$ cat src/rtl/cmp_timer_pkg.sv
package cmp_timer_pkg;
  localparam int unsigned ADDR_W = 5;
  localparam int unsigned DATA_W = 32;

  // word slots, addr_i[4:2]
  localparam logic [2:0] SLOT_STAT = 3'd0;
  localparam logic [2:0] SLOT_LO   = 3'd1;
  localparam logic [2:0] SLOT_HI   = 3'd2;
  localparam int unsigned CH_BASE  = 3;
endpackage

$ cat src/rtl/cmp_timer_prescale.sv
module cmp_timer_prescale #(
  parameter int unsigned DIV = 100
) (
  input  logic clk_i,
  input  logic rst_ni,
  output logic tick_o
);
  localparam int unsigned DW = (DIV > 1) ? $clog2(DIV) : 1;
  localparam logic [DW-1:0] LAST = DW'(DIV - 1);

  logic [DW-1:0] div_q;

  always_ff @(posedge clk_i or negedge rst_ni) begin
    if (!rst_ni)            div_q <= '0;
    else if (div_q == LAST) div_q <= '0;
    else                    div_q <= div_q + 1'b1;
  end

  assign tick_o = (div_q == LAST);
endmodule

$ cat src/rtl/cmp_timer_counter.sv
module cmp_timer_counter #(
  parameter int unsigned CNT_W = 64,
  parameter int unsigned LO_W  = 32
) (
  input  logic             clk_i,
  input  logic             rst_ni,
  input  logic             tick_i,
  output logic [CNT_W-1:0] cnt_o,
  output logic [LO_W-1:0]  nxt_lo_o
);
  logic [CNT_W-1:0] cnt_q;

  always_ff @(posedge clk_i or negedge rst_ni) begin
    if (!rst_ni)     cnt_q <= '0;
    else if (tick_i) cnt_q <= cnt_q + 1'b1;
  end

  assign cnt_o    = cnt_q;
  // low word value after the pending tick, used for match detection
  assign nxt_lo_o = cnt_q[LO_W-1:0] + 1'b1;
endmodule

$ cat src/rtl/cmp_timer_channel.sv
module cmp_timer_channel #(
  parameter int unsigned CMP_W = 32
) (
  input  logic             clk_i,
  input  logic             rst_ni,
  input  logic             tick_i,
  input  logic [CMP_W-1:0] nxt_lo_i,
  input  logic             cmp_we_i,
  input  logic [CMP_W-1:0] wdata_i,
  input  logic             clr_i,
  output logic [CMP_W-1:0] cmp_o,
  output logic             flag_o
);
  logic [CMP_W-1:0] cmp_q;
  logic             flag_q;
  logic             hit;

  assign hit = tick_i && (nxt_lo_i == cmp_q);

  always_ff @(posedge clk_i or negedge rst_ni) begin
    if (!rst_ni)       cmp_q <= '0;
    else if (cmp_we_i) cmp_q <= wdata_i;
  end

  // match has priority over a clear in the same cycle
  always_ff @(posedge clk_i or negedge rst_ni) begin
    if (!rst_ni)    flag_q <= 1'b0;
    else if (hit)   flag_q <= 1'b1;
    else if (clr_i) flag_q <= 1'b0;
  end

  assign cmp_o  = cmp_q;
  assign flag_o = flag_q;
endmodule

$ cat src/rtl/cmp_timer.sv
module cmp_timer
  import cmp_timer_pkg::*;
#(
  parameter int unsigned CLK_MHZ = 100,
  parameter int unsigned NUM_CH  = 4,
  parameter int unsigned CNT_W   = 64
) (
  input  logic              clk_i,
  input  logic              rst_ni,
  input  logic              req_i,
  input  logic              we_i,
  input  logic [ADDR_W-1:0] addr_i,
  input  logic [DATA_W-1:0] wdata_i,
  output logic [DATA_W-1:0] rdata_o,
  output logic [NUM_CH-1:0] irq_o
);
  localparam int unsigned HI_W = CNT_W - DATA_W;

  logic              tick;
  logic [CNT_W-1:0]  cnt_q;
  logic [DATA_W-1:0] nxt_lo;
  logic [HI_W-1:0]   shadow_q;
  logic [DATA_W-1:0] rdata_q;
  logic [DATA_W-1:0] rd_nxt;
  logic [NUM_CH-1:0] flags;
  logic [NUM_CH-1:0] clr;
  logic [NUM_CH-1:0] cmp_we;
  logic [DATA_W-1:0] cmp_val [NUM_CH];
  logic [2:0]        slot;
  logic              aligned;
  logic              wr_ok;
  logic              rd_ok;

  assign slot    = addr_i[4:2];
  assign aligned = (addr_i[1:0] == 2'b00);
  assign wr_ok   = req_i && we_i && aligned;
  assign rd_ok   = req_i && !we_i;

  cmp_timer_prescale #(.DIV(CLK_MHZ)) u_pre (
    .clk_i  (clk_i),
    .rst_ni (rst_ni),
    .tick_o (tick)
  );

  cmp_timer_counter #(.CNT_W(CNT_W), .LO_W(DATA_W)) u_cnt (
    .clk_i    (clk_i),
    .rst_ni   (rst_ni),
    .tick_i   (tick),
    .cnt_o    (cnt_q),
    .nxt_lo_o (nxt_lo)
  );

  assign clr = (wr_ok && slot == SLOT_STAT) ? wdata_i[NUM_CH-1:0] : '0;

  for (genvar n = 0; n < NUM_CH; n++) begin : g_ch
    assign cmp_we[n] = wr_ok && (slot == 3'(CH_BASE + n));

    cmp_timer_channel #(.CMP_W(DATA_W)) u_ch (
      .clk_i    (clk_i),
      .rst_ni   (rst_ni),
      .tick_i   (tick),
      .nxt_lo_i (nxt_lo),
      .cmp_we_i (cmp_we[n]),
      .wdata_i  (wdata_i),
      .clr_i    (clr[n]),
      .cmp_o    (cmp_val[n]),
      .flag_o   (flags[n])
    );
  end

  always_comb begin
    rd_nxt = '0;
    if (aligned) begin
      case (slot)
        SLOT_STAT: rd_nxt = DATA_W'(flags);
        SLOT_LO:   rd_nxt = cnt_q[DATA_W-1:0];
        SLOT_HI:   rd_nxt = DATA_W'(shadow_q);
        default: begin
          for (int n = 0; n < NUM_CH; n++) begin
            if (slot == 3'(CH_BASE + n)) rd_nxt = cmp_val[n];
          end
        end
      endcase
    end
  end

  always_ff @(posedge clk_i or negedge rst_ni) begin
    if (!rst_ni)    rdata_q <= '0;
    else if (rd_ok) rdata_q <= rd_nxt;
  end

  // low-word read freezes the high word for a coherent 64-bit sample
  always_ff @(posedge clk_i or negedge rst_ni) begin
    if (!rst_ni)                                shadow_q <= '0;
    else if (rd_ok && aligned && slot == SLOT_LO) shadow_q <= cnt_q[CNT_W-1:DATA_W];
  end

  assign rdata_o = rdata_q;
  assign irq_o   = flags;
endmodule

$ cat config.mk
export PLATFORM = sky130hd
export DESIGN_NAME = cmp_timer
export DESIGN_NICKNAME = d
export VERILOG_FILES = /design/src/rtl/cmp_timer_pkg.sv /design/src/rtl/cmp_timer_prescale.sv /design/src/rtl/cmp_timer_counter.sv /design/src/rtl/cmp_timer_channel.sv /design/src/rtl/cmp_timer.sv
export SDC_FILE = /design/constraint.sdc
export NUM_CORES = 1
export LEC_CHECK = 0
export BUFFER_PORTS_ARGS = -buffer_cell sky130_fd_sc_hd__clkbuf_2
export CAP_MARGIN = 20
export CORE_MARGIN = 4
export CORE_UTILIZATION = 55
export CTS_CLUSTER_DIAMETER = 200
export DETAILED_ROUTE_END_ITERATION = 8
export GPL_TIMING_DRIVEN = 0
export PLACE_DENSITY = 0.73
export SETUP_SLACK_MARGIN = 0.1
export SYNTH_ARGS = -nofsm -noshare
export SYNTH_HDL_FRONTEND = slang
export SYNTH_HIERARCHICAL = 1
export SYNTH_SLANG_ARGS = --single-unit
$ cat constraint.sdc
create_clock -name clk_i -period 5.5 [get_ports clk_i]
set_clock_uncertainty 0.05 [all_clocks]
set_input_delay 0.825 -clock clk_i [delete_from_list [all_inputs] [get_ports clk_i]]
set_output_delay 0.825 -clock clk_i [all_outputs]
set_load 0.1 [all_outputs]
==> implementation parameters, run 1 <==
Parameter                              Value

Timing
  RSZ-0062 raised after global routing ... no
  Number of max-slew violations in the final report ... 0
  Worst-margin pin slew ... 869 ps
  Share of the cycle needed by the critical path after routing ... 75.0%
  Hold Violations, Final ... 0
  Tightest slew margin relative to the limit ... 41.7%
  Post-layout minimum cycle time ... 4130 ps
  Number of setup violations in the final report ... 0
  Max Clk Rate ... 242 MHz

GRT
  Gr ovfl total ... 0
  Number of global-route vias before repair ... 11.2k
  Largest net degree at the start of global routing ... 117
  Initial antenna violation count ... 0
  All-layer global routing usage ... 29.7%
  Global-route wire length before repair ... 66300 microns

Worst setup path
  Setup CP Type ... reg2reg
  Stage delay of the slowest cell on the critical path ... 640 ps
  Reg-to-reg slack, setup ... 1370 ps
  Worst-path cell chain ... ha_1, nand3_1, nor4_1, buf_2, and2_1, nand2_1, xnor2_1, xnor2_1, nand4_1, nor4_1, nand4_1, o22ai_1
  FF-to-FF path depth ... 12
  Capture point of the worst reg-to-reg path ... g_ch[3].u_ch/flag_o
  Critical path launch point type ... register
  Crit path DAT ... 4560 ps
  Element type at the critical path end ... register
  Required time at the worst-slack endpoint ... 5930 ps
  Reg2Reg Launch Point ... u_cnt/cnt_o[0]
  Slowest-stage cell, CP ... sky130_fd_sc_hd__xnor2_1
  Max Fanout on Critical Path ... 10

Route
  Routed vias/inst ... 6.25
  Routed len/inst ... 23.8 microns
  Number of detailed-routing iterations run before antenna repair ... 5
  Wirelength, routed ... 43400 microns
  Count of antenna-violating nets left after detailed routing ... 0
  DR DRC count ... 0
  Vias after detailed routing ... 11.4k
  Detailed Route Iter0 Violations ... 1248

Logic synthesis
  Share of the yosys chip area belonging to registers ... 45.8%
  Flop and latch count out of synthesis ... 267
  Yosys warns ... 6
  Number of different library cells in the post-synthesis netlist ... 57
  Syn Inst Count ... 1358
  Synth Area per Inst ... 10.7 sq um
  Net Count, Synth ... 1401
  Cell area after technology mapping ... 14600 sq um

Power
  Power Density ... 300 nW/um^2
  Static leakage power ... 7.71 nW
  Flop pwr share ... 46.0%
  Clock power frac ... 38.9%
  Total internal power ... 3.51 mW
  Switching pwr ... 1.41 mW
  Largest voltage drop on the vdd net ... 0.000330 V
  Share of power burned in combinational logic ... 15.1%
  Switching power share of the total ... 28.6%

Clock tree
  Maximum count of clock buffers along a single path ... 3
  Hold-fix buffers, CTS ... 0
  Buffer type at the clock tree root ... sky130_fd_sc_hd__clkbuf_16
  Source-to-sink clock delay at the later pin of the worst-skew pair ... 560 ps
  CTS sink count ... 267
  Total clock buffers created by CTS ... 29
  Number of setup buffers added after CTS ... 0
  Clock-pin slew on the worst setup and hold paths ... 60 ps
  Clock H-tree levels ... 1
  Number of cells upsized or downsized after cts ... 0
  CTS tree ... built

Placed design
  Cell area after placement ... 15400 sq um
  Half-perimeter wire length after placement ... 32000 microns
  Post-Place Cells ... 1770
  Final GP Congestion ... 1.01
  Input/output buffers ... 75

Floorplan
  Floorplan die area ... 29200 sq um
  Chip Height ... 171 microns
  Width of the die ... 171 microns
  Initial Utilization ... 55.9%
  Number of cell rows ... 59
  Number of top-level pins ... 77
  Placeable core region ... 26100 sq um

Finish
  Most common library cell in the layout ignoring fill and taps ... sky130_fd_sc_hd__dfrtp_1
  Proportion of layout cells with a drive suffix above 1 ... 23.3%
  Fill cell total of the finished layout ... 2100
  Final-stage net count ... 1509
  Antenna cells ... 0
  Area growth from synthesis to layout ... 12.3%
  Cell area after layout ... 16400 sq um
  Commonest cells after routing, fill and taps aside ... 267 x sky130_fd_sc_hd__dfrtp_1, 125 x sky130_fd_sc_hd__xnor2_1, 123 x sky130_fd_sc_hd__mux2_2
  Layout Cells excl Fill ... 1822
  End-of-flow core utilization ... 62.8%

Status
  Result of the run ... finished, final reports clean

Hold path
  Classification of the worst-slack hold path ... in2async

Job
  Maxcap violations ... 0
-- state kept, by name (all words and copies together) (netlist names) --
register          cells
g_ch.u_ch/cmp_o     128
u_pre/div_q           7
u_cnt/cnt_o          64
shadow_q             32
g_ch.u_ch/flag_o      4
rdata_o              32
-- power by group through the flow --
stage / Clock (mW) / Combinational [mW] / Sequential, mW
6_report: 1.91 / 0.743 / 2.26
5_1_grt: 2.02 / 0.791 / 2.27
4_1_cts: 1.93 / 0.727 / 2.25
3_5_place_dp: 0 / 0.723 / 2.29
3_3_place_gp: 0 / 0.706 / 2.28
2_1_floorplan: 0 / 0.378 / 2.36
-- synthesized netlist by cell type, drive strengths merged --
cell	number	area, sq um
ha	2	25.0
or2	2	12.5
inv	14	52.6
mux2	161	1930
a211oi	4	30.0
and3	9	57.6
xor2	99	867
nand4b	1	23.8
nand2b	4	40.0
nor4b	3	47.5
o22ai	4	25.0
and4	2	17.5
or3	31	199
nand4	49	340
a2111oi	4	35.0
mux2i	5	50.1
xnor2	125	1090
nor4	35	283
nor3b	1	7.51
a21oi	36	180
dfrtp	267	6680
nand3b	28	210
a31oi	2	12.5
o31ai	4	30.0
nor2	89	355
nor3	15	103
a32oi	28	245
nand2	83	314
o21ai	88	440
buf	48	277
and2	9	56.3
clkbuf	35	133
nor2b	36	228
nand3	35	180
-- per-layer routing --
layer,routed length [microns],vias up,GRT usage (%),share of wire (%)
met5,0,-,0,0
met4,2060,0,11.9,4.8
met3,3850,104,5.71,8.9
met2,18500,559,43.8,43
met1,18900,5739,43.4,44
li1,-,4989,-,-
-- final cells by class --
| cell class | instances | area, sq um | share of cell area (%) |
|---|---|---|---|
| tap | 335 | 419 | 2.56 |
| clock buffer | 44 | 862 | 5.27 |
| multi-input combinational | 994 | 7440 | 45.4 |
| sequential | 267 | 6680 | 40.8 |
| buffer | 83 | 409 | 2.50 |
| clock inverter | 8 | 68.8 | 0.420 |
| timing repair buffer | 77 | 439 | 2.68 |
| inverter | 14 | 52.6 | 0.321 |
-- stage by stage --
step           setup TNS (ps)  hold slack, ps  setup WS [ps]  total power [mW]
4_1_cts                     0             155           1490              4.91
3_3_place_gp          -505180             408          -1910              2.99
6_report                    0             145           1370              4.91
3_5_place_dp                0             417           1520              3.01
2_1_floorplan               0             388           2710              2.74
5_1_grt                     0             167           1180              5.08
-- kinds of logic after synthesis --
group	after synthesis	synth area share [%]
XOR/XNOR	224	13.5
adder cells (fa/ha/maj)	2	0.172
AND/OR/NAND/NOR	432	17.0
buffers and inverters	97	3.17
AO/OA/AOI/OAI	170	6.85
flip-flops	267	45.8
multiplexers	166	13.6
-- worst max-delay path: cells and delay by family, from the launching register on --
kind	cells	cell delay (ps)
AO/OA/AOI/OAI	1	160
XOR/XNOR	2	860
adder cells (fa/ha/maj)	1	310
buffers and inverters	1	320
flip-flops	1	540
AND/OR/NAND/NOR	7	1800
-- worst max-delay path by stage --
stage	from	to	slack, ps	cells after the start
floorplan	u_cnt/cnt_o[0]	g_ch[0].u_ch/flag_o	2710	12
global route	u_cnt/cnt_o[0]	g_ch[3].u_ch/flag_o	1180	12
finish	u_cnt/cnt_o[0]	g_ch[3].u_ch/flag_o	1370	12
detailed placement	u_cnt/cnt_o[0]	g_ch[2].u_ch/flag_o	1520	12
CTS	u_cnt/cnt_o[0]	g_ch[2].u_ch/flag_o	1490	12
global placement	rst_ni	g_ch[0].u_ch/cmp_o[20]	-1910	1
No activity file was read; power rests on OpenSTA's default activity.
==> run 2: changes to the inputs <==
==> constraint.sdc (replaced) <==
create_clock -name clk_i -period 4.2 [get_ports clk_i]
set_clock_uncertainty 0.05 [all_clocks]
set_input_delay 0.63 -clock clk_i [delete_from_list [all_inputs] [get_ports clk_i]]
set_output_delay 0.63 -clock clk_i [all_outputs]
set_load 0.1 [all_outputs]
==> run 2 against run 1 <==
Utilization grew 0.12 points. Power grew 31%. Routed wire length about the same. Flip-flop and latch count stayed put. Clock-buffer cell count did not move. Largest power group unchanged. Clock power is 31% higher. Fmax increased by 5.4%. Sequential share of layout area down 0.081 points. Setup slack lost 1100 ps. Largest cell class unchanged. First-iteration DRC count increased by 1.4%. Final area grew 0.20%.
==> implementation parameters, run 2 (synthesis gave the netlist of run 1 again) <==
Parameter                              Value

Floorplan
  Number of top-level pins ... 77
  Floorplan die area ... 29200 sq um
  Chip Height ... 171 microns
  Width of the die ... 171 microns
  Number of cell rows ... 59
  Placeable core region ... 26100 sq um
  Initial Utilization ... 55.9%

Placed design
  Post-Place Cells ... 1770
  Final GP Congestion ... 1.01
  Input/output buffers ... 75
  Half-perimeter wire length after placement ... 32000 microns
  Cell area after placement ... 15400 sq um

Job
  Maxcap violations ... 0

Finish
  Layout Cells excl Fill ... 1823
  Antenna cells ... 0
  Proportion of layout cells with a drive suffix above 1 ... 23.5%
  Fill cell total of the finished layout ... 2099
  Area growth from synthesis to layout ... 12.5%
  Final-stage net count ... 1510
  Most common library cell in the layout ignoring fill and taps ... sky130_fd_sc_hd__dfrtp_1
  Max reg flops ... 128
  Commonest cells after routing, fill and taps aside ... 267 x sky130_fd_sc_hd__dfrtp_1, 123 x sky130_fd_sc_hd__mux2_2, 122 x sky130_fd_sc_hd__xnor2_1
  Cell area after layout ... 16400 sq um

Timing
  Share of the cycle needed by the critical path after routing ... 93.2%
  Worst-margin pin slew ... 871 ps
  Hold Violations, Final ... 0
  Post-layout minimum cycle time ... 3910 ps
  RSZ-0062 raised after global routing ... no
  Number of setup violations in the final report ... 0
  Number of max-slew violations in the final report ... 0
  Tightest slew margin relative to the limit ... 41.5%
  Max Clk Rate ... 255 MHz

Route
  Number of detailed-routing iterations run before antenna repair ... 5
  Wirelength, routed ... 43400 microns
  Count of antenna-violating nets left after detailed routing ... 0
  Routed len/inst ... 23.8 microns
  Detailed Route Iter0 Violations ... 1265
  DR DRC count ... 0
  Vias after detailed routing ... 11.3k
  Routed vias/inst ... 6.22

GRT
  Met3 GRT Util ... 5.71%
  Global-route wire length before repair ... 66300 microns
  Busiest layer in global routing ... met2
  Global routing met1 resource utilization ... 43.4%
  Gr ovfl total ... 0
  Initial antenna violation count ... 0
  Largest net degree at the start of global routing ... 117
  All-layer global routing usage ... 29.7%
  Number of global-route vias before repair ... 11.2k
  Met2 demand-to-capacity share in global routing ... 43.8%

Worst setup path
  Critical path's top delay family ... simple AND/OR/NAND/NOR gates
  Worst-path cell chain ... ha_1, nand3_1, nor4_1, buf_2, and2_1, nand3_1, xnor2_2, xnor2_1, nand4_1, nor4_1, nand4_1, o22ai_1
  Crit path DAT ... 4340 ps
  Element type at the critical path end ... register
  Max Fanout on Critical Path ... 10
  Worst path bufs/invs ... 1
  Stage delay of the slowest cell on the critical path ... 530 ps
  Slowest-stage cell, CP ... sky130_fd_sc_hd__dfrtp_1
  Critical path launch point type ... register
  Required time at the worst-slack endpoint ... 4630 ps
  Setup CP Type ... reg2reg

Clock tree
  Total clock buffers created by CTS ... 29
  Clock H-tree levels ... 1
  Clock-pin slew on the worst setup and hold paths ... 60 ps
  Number of setup buffers added after CTS ... 0
  CTS sink count ... 267
  Buffer type at the clock tree root ... sky130_fd_sc_hd__clkbuf_16
  Maximum count of clock buffers along a single path ... 3
  CTS tree ... built
  Source-to-sink clock delay at the later pin of the worst-skew pair ... 560 ps

Power
  Total internal power ... 4.59 mW
  Power Density ... 392 nW/um^2
  Clock power frac ... 38.8%
  Switching power share of the total ... 28.6%
  Overall power after layout ... 6.43 mW
  Switching pwr ... 1.84 mW
  Flop pwr share ... 46.0%
  Share of power burned in combinational logic ... 15.2%
  Static leakage power ... 7.74 nW
  Largest voltage drop on the vdd net ... 0.000432 V

Status
  Result of the run ... finished, final reports clean

Hold path
  Classification of the worst-slack hold path ... in2reg
## run 2: worst paths after layout
kind                                       from                endpoint  slack (ps)  depth (start not counted)
worst min register to register  u_cnt/cnt_o[63]         u_cnt/cnt_o[63]         430                          1
max in group asynchronous                rst_ni         u_cnt/cnt_o[57]        2660                          3
worst min-delay path                wdata_i[17]  g_ch[0].u_ch/cmp_o[17]         300                          2
worst max register to register   u_cnt/cnt_o[0]     g_ch[2].u_ch/flag_o         290                         12
worst max-delay path             u_cnt/cnt_o[0]     g_ch[2].u_ch/flag_o         290                         12
min in group asynchronous                rst_ni            shadow_q[13]         520                          2
## run 2: layout make-up
class	count	area [sq um]	area share, %
buffer	83	409	2.49
clock buffer	44	862	5.26
tap	335	419	2.56
timing repair buffer	78	449	2.74
inverter	14	52.6	0.320
sequential	267	6680	40.7
clock inverter	8	68.8	0.420
multi-input combinational	994	7460	45.5
## run 2: worst register-to-register path, stage by stage (launching register included)
cell,delay (ps)
sky130_fd_sc_hd__dfrtp_1,530
sky130_fd_sc_hd__ha_1,320
sky130_fd_sc_hd__nand3_1,210
sky130_fd_sc_hd__nor4_1,310
sky130_fd_sc_hd__buf_2,330
sky130_fd_sc_hd__and2_1,280
sky130_fd_sc_hd__nand3_1,160
sky130_fd_sc_hd__xnor2_2,390
sky130_fd_sc_hd__xnor2_1,180
sky130_fd_sc_hd__nand4_1,210
sky130_fd_sc_hd__nor4_1,470
sky130_fd_sc_hd__nand4_1,230
sky130_fd_sc_hd__o22ai_1,170
## run 2: repair_timing
item                       4_1_cts  5_1_grt
hold buffers                     1        0
resized for setup                0        3
setup endpoints to repair        0        4
hold endpoints to repair        44        0
## run 2: stage by stage
step / util (%) / TNS, ps / setup WS (ps) / hold slack (ps)
2_1_floorplan: - / 0 / 1410 / 284
3_3_place_gp: 59.0 / -800210 / -3020 / 408
3_5_place_dp: 59.2 / 0 / 225 / 417
4_1_cts: 62.9 / 0 / 186 / 283
5_1_grt: 62.9 / 0 / 118 / 298
6_report: 62.9 / 0 / 286 / 296
## run 2: power groups by stage
stage	combinational, mW	sequential (mW)	clock, mW
6_report	0.974	2.96	2.50
5_1_grt	1.04	2.98	2.65
4_1_cts	0.953	2.95	2.53
3_5_place_dp	0.947	3.00	0
3_3_place_gp	0.925	2.99	0
2_1_floorplan	0.495	3.09	0
## run 2: per-layer routing
| layer | vias to the layer above | wire, microns |
|---|---|---|
| met2 | 553 | 18500 |
| met5 | - | 0 |
| li1 | 4993 | - |
| met4 | 0 | 2080 |
| met1 | 5691 | 18500 |
| met3 | 100 | 4250 |
==> run 3: changes to the inputs <==
--- a/config.mk
+++ b/config.mk
@@ -7,7 +7,7 @@
 export LEC_CHECK = 0
 export BUFFER_PORTS_ARGS = -buffer_cell sky130_fd_sc_hd__clkbuf_2
 export CAP_MARGIN = 20
-export CORE_MARGIN = 4
+export CORE_MARGIN = 2
 export CORE_UTILIZATION = 55
 export CTS_CLUSTER_DIAMETER = 200
 export DETAILED_ROUTE_END_ITERATION = 8
==> run 3 against run 2 <==
Clock-buffer cell count down 3. Non-clock buffer count down 1. First-iteration DRC count fell by 1.7%. Global-route usage rose by 1.8 points. Clock power up 23%. Largest power group is now clock. Cell count hardly changed. Sequential power about the same. Fmax is 1.2% lower. Power grew 9.1%. Final area rose by 1.4%. Register-to-register slack got worse by 50 ps.
==> implementation parameters, run 3 (synthesis gave the netlist of run 1 again) <==
Parameter                              Value

Status
  Result of the run ... finished, final reports clean

Power
  Clock power frac ... 43.9%
  Switching pwr ... 1.88 mW
  Overall power after layout ... 7.01 mW
  Share of power burned in combinational logic ... 13.9%
  Switching power share of the total ... 26.7%
  Flop pwr share ... 42.2%
  Total internal power ... 5.14 mW
  Static leakage power ... 7.85 nW
  Power Density ... 422 nW/um^2
  Largest voltage drop on the vdd net ... 0.000405 V

GRT
  Initial antenna violation count ... 0
  Global-route wire length before repair ... 67000 microns
  Largest net degree at the start of global routing ... 111
  Gr ovfl total ... 0
  All-layer global routing usage ... 31.5%
  Number of global-route vias before repair ... 11.1k

Worst setup path
  Crit path DAT ... 4390 ps
  Setup CP Type ... reg2reg
  FF-to-FF path depth ... 11
  Capture point of the worst reg-to-reg path ... g_ch[2].u_ch/flag_o
  Element type at the critical path end ... register
  Critical path launch point type ... register
  Max Fanout on Critical Path ... 8
  Reg2Reg Launch Point ... u_cnt/cnt_o[0]
  Reg-to-reg slack, setup ... 240 ps
  Required time at the worst-slack endpoint ... 4630 ps

Route
  Wirelength, routed ... 44200 microns
  DR DRC count ... 0
  Vias after detailed routing ... 11.3k
  Detailed Route Iter0 Violations ... 1243
  Routed vias/inst ... 6.21
  Number of detailed-routing iterations run before antenna repair ... 5
  Routed len/inst ... 24.2 microns
  Count of antenna-violating nets left after detailed routing ... 0

Job
  Maxcap violations ... 0

Floorplan
  Number of cell rows ... 59
  Number of top-level pins ... 77
  Floorplan die area ... 27800 sq um
  Chip Height ... 167 microns
  Initial Utilization ... 55.9%
  Placeable core region ... 26100 sq um
  Width of the die ... 167 microns

Timing
  RSZ-0062 raised after global routing ... no
  Number of max-slew violations in the final report ... 0
  Number of setup violations in the final report ... 0
  Post-layout minimum cycle time ... 3960 ps
  Tightest slew margin relative to the limit ... 39.1%
  Worst-margin pin slew ... 907 ps
  Max Clk Rate ... 252 MHz
  Share of the cycle needed by the critical path after routing ... 94.3%
  Hold_ws ... 9.68 ps
  Hold Violations, Final ... 0

Clock tree
  Number of cells upsized or downsized after cts ... 0
  Buffer type at the clock tree root ... sky130_fd_sc_hd__clkbuf_16
  Source-to-sink clock delay at the later pin of the worst-skew pair ... 560 ps
  Clock H-tree levels ... 1
  Clock-pin slew on the worst setup and hold paths ... 60 ps
  Number of setup buffers added after CTS ... 0
  Hold-fix buffers, CTS ... 0
  Maximum count of clock buffers along a single path ... 3
  CTS tree ... built
  Total clock buffers created by CTS ... 30
  CTS sink count ... 267

Placed design
  Input/output buffers ... 75
  Cell area after placement ... 15400 sq um
  Half-perimeter wire length after placement ... 32400 microns
  Final GP Congestion ... 0.956

Finish
  Fill cell total of the finished layout ... 2044
  Cell area after layout ... 16600 sq um
  Max reg flops ... 128
  Commonest cells after routing, fill and taps aside ... 267 x sky130_fd_sc_hd__dfrtp_1, 123 x sky130_fd_sc_hd__mux2_2, 122 x sky130_fd_sc_hd__xnor2_1
  Most common library cell in the layout ignoring fill and taps ... sky130_fd_sc_hd__dfrtp_1
  Proportion of layout cells with a drive suffix above 1 ... 23.8%
  Final-stage net count ... 1510
  Area growth from synthesis to layout ... 14.1%
  Antenna cells ... 0

Hold path
  Classification of the worst-slack hold path ... in2async
==> run 3: cell count changes in the layout (fill, tap and decap cells not counted) <==
cell,previous run,this run
sky130_fd_sc_hd__clkbuf_1,41,37
sky130_fd_sc_hd__clkbuf_16,29,31
sky130_fd_sc_hd__clkbuf_8,9,8
sky130_fd_sc_hd__bufinv_16,1,9
sky130_fd_sc_hd__dlygate4sd3_1,1,0
sky130_fd_sc_hd__clkinv_2,6,3
==> run 3: metal layers <==
metal / wire length (microns) / global-route usage (%) / vias to the layer above
li1: - / - / 5012
met5: 0 / 0 / -
met2: 19100 / 46.7 / 552
met4: 2020 / 12.0 / 0
met1: 18900 / 45.7 / 5655
met3: 4080 / 6.42 / 111
==> run 3: cell type report <==
| class | count | area, sq um | area share [%] |
|---|---|---|---|
| clock inverter | 13 | 294 | 1.77 |
| timing repair buffer | 77 | 439 | 2.64 |
| multi-input combinational | 994 | 7460 | 44.8 |
| clock buffer | 41 | 883 | 5.31 |
| sequential | 267 | 6680 | 40.2 |
| tap | 335 | 419 | 2.52 |
| buffer | 83 | 409 | 2.46 |
| inverter | 14 | 52.6 | 0.316 |
==> run 3: worst max path at each step <==
stage                         from                     end  slack (ps)  cells after the start
global placement            rst_ni  g_ch[1].u_ch/cmp_o[21]       -3070                      1
finish              u_cnt/cnt_o[0]     g_ch[2].u_ch/flag_o         240                     11
global route        u_cnt/cnt_o[0]     g_ch[2].u_ch/flag_o         120                     12
CTS                 u_cnt/cnt_o[0]     g_ch[2].u_ch/flag_o         220                     12
detailed placement  u_cnt/cnt_o[0]     g_ch[2].u_ch/flag_o         250                     12
floorplan           u_cnt/cnt_o[0]     g_ch[0].u_ch/flag_o        1410                     12
==> run 3: critical path, stage by stage, from the launching register on <==
cell	delay [ps]
sky130_fd_sc_hd__dfrtp_1	500
sky130_fd_sc_hd__ha_1	320
sky130_fd_sc_hd__nand3_1	180
sky130_fd_sc_hd__nor4_1	280
sky130_fd_sc_hd__nor2b_1	410
sky130_fd_sc_hd__and3_1	250
sky130_fd_sc_hd__xor2_1	640
sky130_fd_sc_hd__xnor2_1	190
sky130_fd_sc_hd__nand4_1	120
sky130_fd_sc_hd__nor4_1	530
sky130_fd_sc_hd__nand4_1	220
sky130_fd_sc_hd__o22ai_1	170
==> run 3: power by group through the flow <==
stage	Combinational, mW	Clock, mW	Sequential, mW
6_report	0.973	3.08	2.96
5_1_grt	1.03	3.21	2.98
4_1_cts	0.954	3.11	2.96
3_5_place_dp	0.948	0	3.00
3_3_place_gp	0.924	0	2.99
2_1_floorplan	0.495	0	3.09
==> run 3: stage by stage <==
stage,cells,worst slack (ps),utilization (%),setup TNS [ps]
2_1_floorplan,1358,1410,-,0
3_3_place_gp,1768,-3070,59.0,-813010
3_5_place_dp,1770,250,59.2,0
4_1_cts,1824,215,63.8,0
5_1_grt,1824,119,63.8,0
6_report,1824,239,63.8,0
